<file path="src/rtl/ownb_pkg.sv">
package ownb_pkg;
  localparam int NPORT    = 2;
  localparam int PORT_SER = 0;
  localparam int PORT_PAR = 1;
endpackage

</file>
<file path="src/rtl/ownb_addr_match.sv">
module ownb_addr_match #(
  parameter int ADDR_W = 19
) (
  input  logic [ADDR_W-1:0] addr,
  input  logic              loc_sel,
  output logic              hit
);
  // reserved location is all zeros or all ones, following loc_sel
  assign hit = (addr == {ADDR_W{loc_sel}});
endmodule

</file>
<file path="src/rtl/ownb_slot_cnt.sv">
module ownb_slot_cnt #(
  parameter int CNT_W = 3
) (
  input  logic             clk,
  input  logic             rst,
  input  logic             shift_en,
  output logic [CNT_W-1:0] cnt_q,
  output logic             stb_q
);
  localparam logic [CNT_W-1:0] CNT_LAST = '1;

  always_ff @(posedge clk) begin
    if (rst) begin
      cnt_q <= '0;
      stb_q <= 1'b0;
    end else begin
      stb_q <= shift_en && (cnt_q == CNT_LAST);
      if (shift_en) cnt_q <= cnt_q + 1'b1;
    end
  end
endmodule

</file>
<file path="src/rtl/ownb_fields.sv">
module ownb_fields #(
  parameter int SER_W = 3,
  parameter int PAR_W = 2
) (
  input  logic             clk,
  input  logic             rst,
  input  logic             ser_we,
  input  logic [SER_W-1:0] ser_field,
  input  logic             par_we,
  input  logic [PAR_W-1:0] par_field,
  output logic [SER_W-1:0] s_q,
  output logic [PAR_W-1:0] b_q
);
  // disjoint fields: both updates can land in one cycle
  always_ff @(posedge clk) begin
    if (rst) begin
      s_q <= '0;
      b_q <= '0;
    end else begin
      if (ser_we) s_q <= ser_field;
      if (par_we) b_q <= par_field;
    end
  end
endmodule

</file>
<file path="src/rtl/ownb_rd_port.sv">
module ownb_rd_port #(
  parameter int BYTE_W = 8
) (
  input  logic              clk,
  input  logic              rst,
  input  logic              rd,
  input  logic              hit,
  input  logic [BYTE_W-1:0] stat,
  input  logic [BYTE_W-1:0] mem_q,
  output logic [BYTE_W-1:0] rdata
);
  always_ff @(posedge clk) begin
    if (rst)     rdata <= '0;
    else if (rd) rdata <= hit ? stat : mem_q;
  end
endmodule

</file>
<file path="src/rtl/ownb_top.sv">
module ownb_top
  import ownb_pkg::*;
#(
  parameter  int ADDR_W = 19,
  parameter  int CNT_W  = 3,
  parameter  int SER_W  = 3,
  parameter  int PAR_W  = 2,
  localparam int BYTE_W = CNT_W + SER_W + PAR_W
) (
  input  logic              clk,
  input  logic              rst,
  input  logic              loc_sel,
  input  logic              ser_shift_en,
  input  logic [ADDR_W-1:0] ser_addr,
  input  logic [BYTE_W-1:0] ser_wdata,
  input  logic              ser_wr,
  input  logic              ser_rd,
  input  logic [BYTE_W-1:0] ser_mem_q,
  input  logic [ADDR_W-1:0] par_addr,
  input  logic [BYTE_W-1:0] par_wdata,
  input  logic              par_wr,
  input  logic              par_rd,
  input  logic [BYTE_W-1:0] par_mem_q,
  output logic [BYTE_W-1:0] ser_rdata,
  output logic [BYTE_W-1:0] par_rdata,
  output logic              ser_ram_stb
);
  logic [ADDR_W-1:0] p_addr  [NPORT];
  logic [BYTE_W-1:0] p_memq  [NPORT];
  logic              p_rd    [NPORT];
  logic              p_hit   [NPORT];
  logic [BYTE_W-1:0] p_rdata [NPORT];

  logic [CNT_W-1:0]  cnt_q;
  logic [SER_W-1:0]  s_q;
  logic [PAR_W-1:0]  b_q;
  logic [BYTE_W-1:0] stat_byte;
  logic              ser_hit, par_hit, ser_we, par_we;
  logic              unused_wbits;

  assign p_addr[PORT_SER] = ser_addr;
  assign p_addr[PORT_PAR] = par_addr;
  assign p_memq[PORT_SER] = ser_mem_q;
  assign p_memq[PORT_PAR] = par_mem_q;
  assign p_rd[PORT_SER]   = ser_rd;
  assign p_rd[PORT_PAR]   = par_rd;

  for (genvar g = 0; g < NPORT; g++) begin : g_port
    ownb_addr_match #(.ADDR_W(ADDR_W)) u_match (
      .addr    (p_addr[g]),
      .loc_sel (loc_sel),
      .hit     (p_hit[g])
    );
    ownb_rd_port #(.BYTE_W(BYTE_W)) u_rd (
      .clk   (clk),
      .rst   (rst),
      .rd    (p_rd[g]),
      .hit   (p_hit[g]),
      .stat  (stat_byte),
      .mem_q (p_memq[g]),
      .rdata (p_rdata[g])
    );
  end

  assign ser_hit   = p_hit[PORT_SER];
  assign par_hit   = p_hit[PORT_PAR];
  assign ser_we    = ser_wr && ser_hit;
  assign par_we    = par_wr && par_hit;
  assign ser_rdata = p_rdata[PORT_SER];
  assign par_rdata = p_rdata[PORT_PAR];

  ownb_slot_cnt #(.CNT_W(CNT_W)) u_cnt (
    .clk      (clk),
    .rst      (rst),
    .shift_en (ser_shift_en),
    .cnt_q    (cnt_q),
    .stb_q    (ser_ram_stb)
  );

  ownb_fields #(.SER_W(SER_W), .PAR_W(PAR_W)) u_fields (
    .clk       (clk),
    .rst       (rst),
    .ser_we    (ser_we),
    .ser_field (ser_wdata[PAR_W +: SER_W]),
    .par_we    (par_we),
    .par_field (par_wdata[0 +: PAR_W]),
    .s_q       (s_q),
    .b_q       (b_q)
  );

  assign stat_byte = {cnt_q, s_q, b_q};

  // write bits outside each port's own field are dropped by design
  assign unused_wbits = ^{ser_wdata[BYTE_W-1 -: CNT_W], ser_wdata[PAR_W-1:0],
                          par_wdata[BYTE_W-1:PAR_W]};
endmodule

</file>
<file path="config.mk">
export PLATFORM = sky130hd
export DESIGN_NAME = ownb_top
export DESIGN_NICKNAME = d
export VERILOG_FILES = /design/src/rtl/ownb_pkg.sv /design/src/rtl/ownb_addr_match.sv /design/src/rtl/ownb_slot_cnt.sv /design/src/rtl/ownb_fields.sv /design/src/rtl/ownb_rd_port.sv /design/src/rtl/ownb_top.sv
export SDC_FILE = /design/constraint.sdc
export NUM_CORES = 1
export LEC_CHECK = 0
export BUFFER_PORTS_ARGS = -buffer_cell sky130_fd_sc_hd__buf_2
export CAP_MARGIN = 20
export CORE_ASPECT_RATIO = 1.5
export CORE_MARGIN = 3
export CORE_UTILIZATION = 25
export CTS_BUF_LIST = sky130_fd_sc_hd__clkbuf_8
export CTS_CLUSTER_DIAMETER = 150
export DETAILED_ROUTE_END_ITERATION = 7
export PLACE_DENSITY_LB_ADDON = 0.08
export SYNTH_ARGS = -nofsm -noshare
export SYNTH_HDL_FRONTEND = slang
export SYNTH_SLANG_ARGS = --single-unit
export TNS_END_PERCENT = 10
</file>
<file path="constraint.sdc">
create_clock -name clk -period 2 [get_ports clk]
set_input_delay 0.4 -clock clk [delete_from_list [all_inputs] [get_ports clk]]
set_output_delay 0.4 -clock clk [all_outputs]
set_load 0.005 [all_outputs]
</file>
==> metrics <==
pwr/cell area=roughly 500 mW/mm2; CTS tree=done; origin of the worst setup path=loc_sel; Num CTS Buffers=3; initial antenna violation count=0; Startpoint Class=input pin; drt pass-1 iters=4; MaxCap Viol Count=0; final hold violation count=0; die width=a little over 70 um; RSZ-0062 raised after global routing=no; detailed placement HPWL=between 3000 and 4000 um; Via Count=approximately 1600; GRT Resource Usage Total=a little under an eighth; vias in the first global route=roughly 1500; Synth top area share=a little under a third; Post-Place Worst Slack=0.0260 ns; nets=about 340; post-layout min period=1.70 ns; Hold Crit Class=input pin to flip-flop; CP Max Fanout=10; Crit path required time=about 2.2 ns; origin of the critical flop-to-flop path=u_cnt.cnt_q[0]; area delta synth->final=31.0%; FMAX=about 590 MHz; synthesized flop and latch total=25; Ys Warns=0; Clk Latency, worst-skew pair=0.27 ns; DR iter-0 viols=56; DRC Markers=0; PostCTS Resize Cnt=0; post-synth cell types=24; Pwr Total=0.00105 W; worst slew pin tran=about 0.49 ns; routability cong.=0.732; syn_nets=260; crit path kind=input pin to flip-flop; total grt overflow=0; slowest cell on the critical path=or3_1; # diodes=0; HP Start=par_mem_q[6]; status=completed; final count of negative-setup-slack endpoints=0; Max clock buf depth=2; post-CTS setup buffers=0; Layout Skew=~0.0042 ns; Die Ht=~100 um; htree depth=1; DR WL/cell=around 14 um; most frequent cells in the layout=buf_2, nand2b_1, dfxtp_1; Slew headroom=between 60% and 70%; commonest non-fill, non-tap cell in the layout=buf_2; routed wire length=about 4700 um; Port Buf Inserts=slightly above 80; synthesized area=~0.0016 mm2; clk sinks=25; Core ar.=~0.0062 mm2; die area=approximately 0.0074 mm2; Seq/Total Area, Yosys=approximately 31%; peak supply drop=~0.00024 V; Avg Cell Area, Syn=roughly 8.9 um2; root cell of the clock tree=clkbuf_8; Critical Path AT=1.89 ns; TNS Setup=0 ns; # IOs=95; synth top area cells=dfxtp_1, nand2b_1, a221oi_1; first-pass GRT wire length=7260 um; synthesized instance count=180; CP Cell Sequence=buf_2, nand4_1, or3_1, a22o_4, a311oi_1; CTS clk-pin slew, worst paths=roughly 0.090 ns; CTS Hold Bufs=0; CP peak stage delay=0.57 ns; largest net degree at the start of global routing=31; Avg Vias per Cell=4.95; max-slew violations=0; Leak=0.950 nW; FP Rows=35; setup ws final=approximately 0.30 ns; crit end category=flip-flop; fraction of layout cells with a size suffix above 1=about 38%; Routed Antenna Nets=0; Starting Density=roughly 26%; post-route clock period utilization=a little under nine tenths; largest area contributor in the netlist=dfxtp_1; fin util=34.0%
==> synth_stat cells, drive strengths merged <==
cell and n:
xnor2 1, clkbuf 8, a221oi 18, nor4 8, nor2 6, nand3 6
inv 18, nand2 3, nor3 2, ha 2, a22o 2, dfxtp 25
or3 4, o21bai 16, buf 4, nand2b 26, a311oi 16, mux2i 7
nand4 8
==> per-layer routing <==
| metal | vias to the layer above | GRT usage [%] | share of wire (%) |
|---|---|---|---|
| met1 | 727 | 16.3 | 46 |
| met4 | 0 | 3.23 | 0.93 |
| li1 | 850 | - | - |
| met2 | 59 | 18.8 | 46 |
| met3 | 4 | 2.13 | 7.5 |
| met5 | - | 0 | 0 |
==> power by group <==
| part | internal, W | leakage [nW] | switching (W) |
|---|---|---|---|
| Sequential | 0.000524 | 0.206 | 0.0000164 |
| Combinational | 0.000105 | 0.719 | 0.0000932 |
| Clock | 0.000140 | 0.0255 | 0.000174 |
==> area by class of cell <==
type / instances / area (um2)
multi-input cells: 125 / 965
clock buffers: 3 / 41.3
repair buffers: 85 / 430
flip-flops and latches: 25 / 500
well taps: 74 / 92.6
clock inverters: 1 / 5.00
inverters: 18 / 67.6
fillers: 688 / 4070
==> path summary, 6_finish.rpt <==
check	endpoint	cells past startpoint	slack [ns]
worst min-delay path	g_port[1].u_rd.rdata[6]	3	0.37
worst min register to register	u_fields.s_q[0]	2	0.50
worst max-delay path	g_port[1].u_rd.rdata[0]	5	0.30
worst max register to register	u_cnt.cnt_q[2]	4	0.86
==> state kept, by name (all words and copies together) (netlist names) <==
name               count
u_fields.s_q           3
u_cnt.stb_q            1
u_fields.b_q           2
g_port.u_rd.rdata     16
u_cnt.cnt_q            3
==> cells by family (layout without fill, tap and decap cells) <==
kind of cell             after synthesis  after routing  synth area share, %
AND/OR/NAND/NOR                       63             63                 23.9
AO/OA/AOI/OAI                         52             52                 29.7
buffers and inverters                 30            107                 8.66
flip-flops                            25             25                 31.2
multiplexers                           7              7                 4.37
adder cells (fa/ha/maj)                2              2                 1.56
XOR/XNOR                               1              1                0.546
==> worst max-delay path, delay by kind of cell <==
family / cells / cell delay [ns]
simple gates: 2 / 0.67
buf+inv: 1 / 0.18
compound gates: 2 / 0.63
==> metrics by stage <==
stage | hold slack [ns] | std cells | cell area [um2]
after global placement | 0.477 | 327 | 2060
after CTS | 0.360 | 331 | 2100
after detailed placement | 0.490 | 327 | 2060
final | 0.369 | 331 | 2100
after global routing | 0.360 | 331 | 2100
after floorplan | 0.451 | 180 | 1600
No activity file was read; power rests on OpenSTA's default activity.
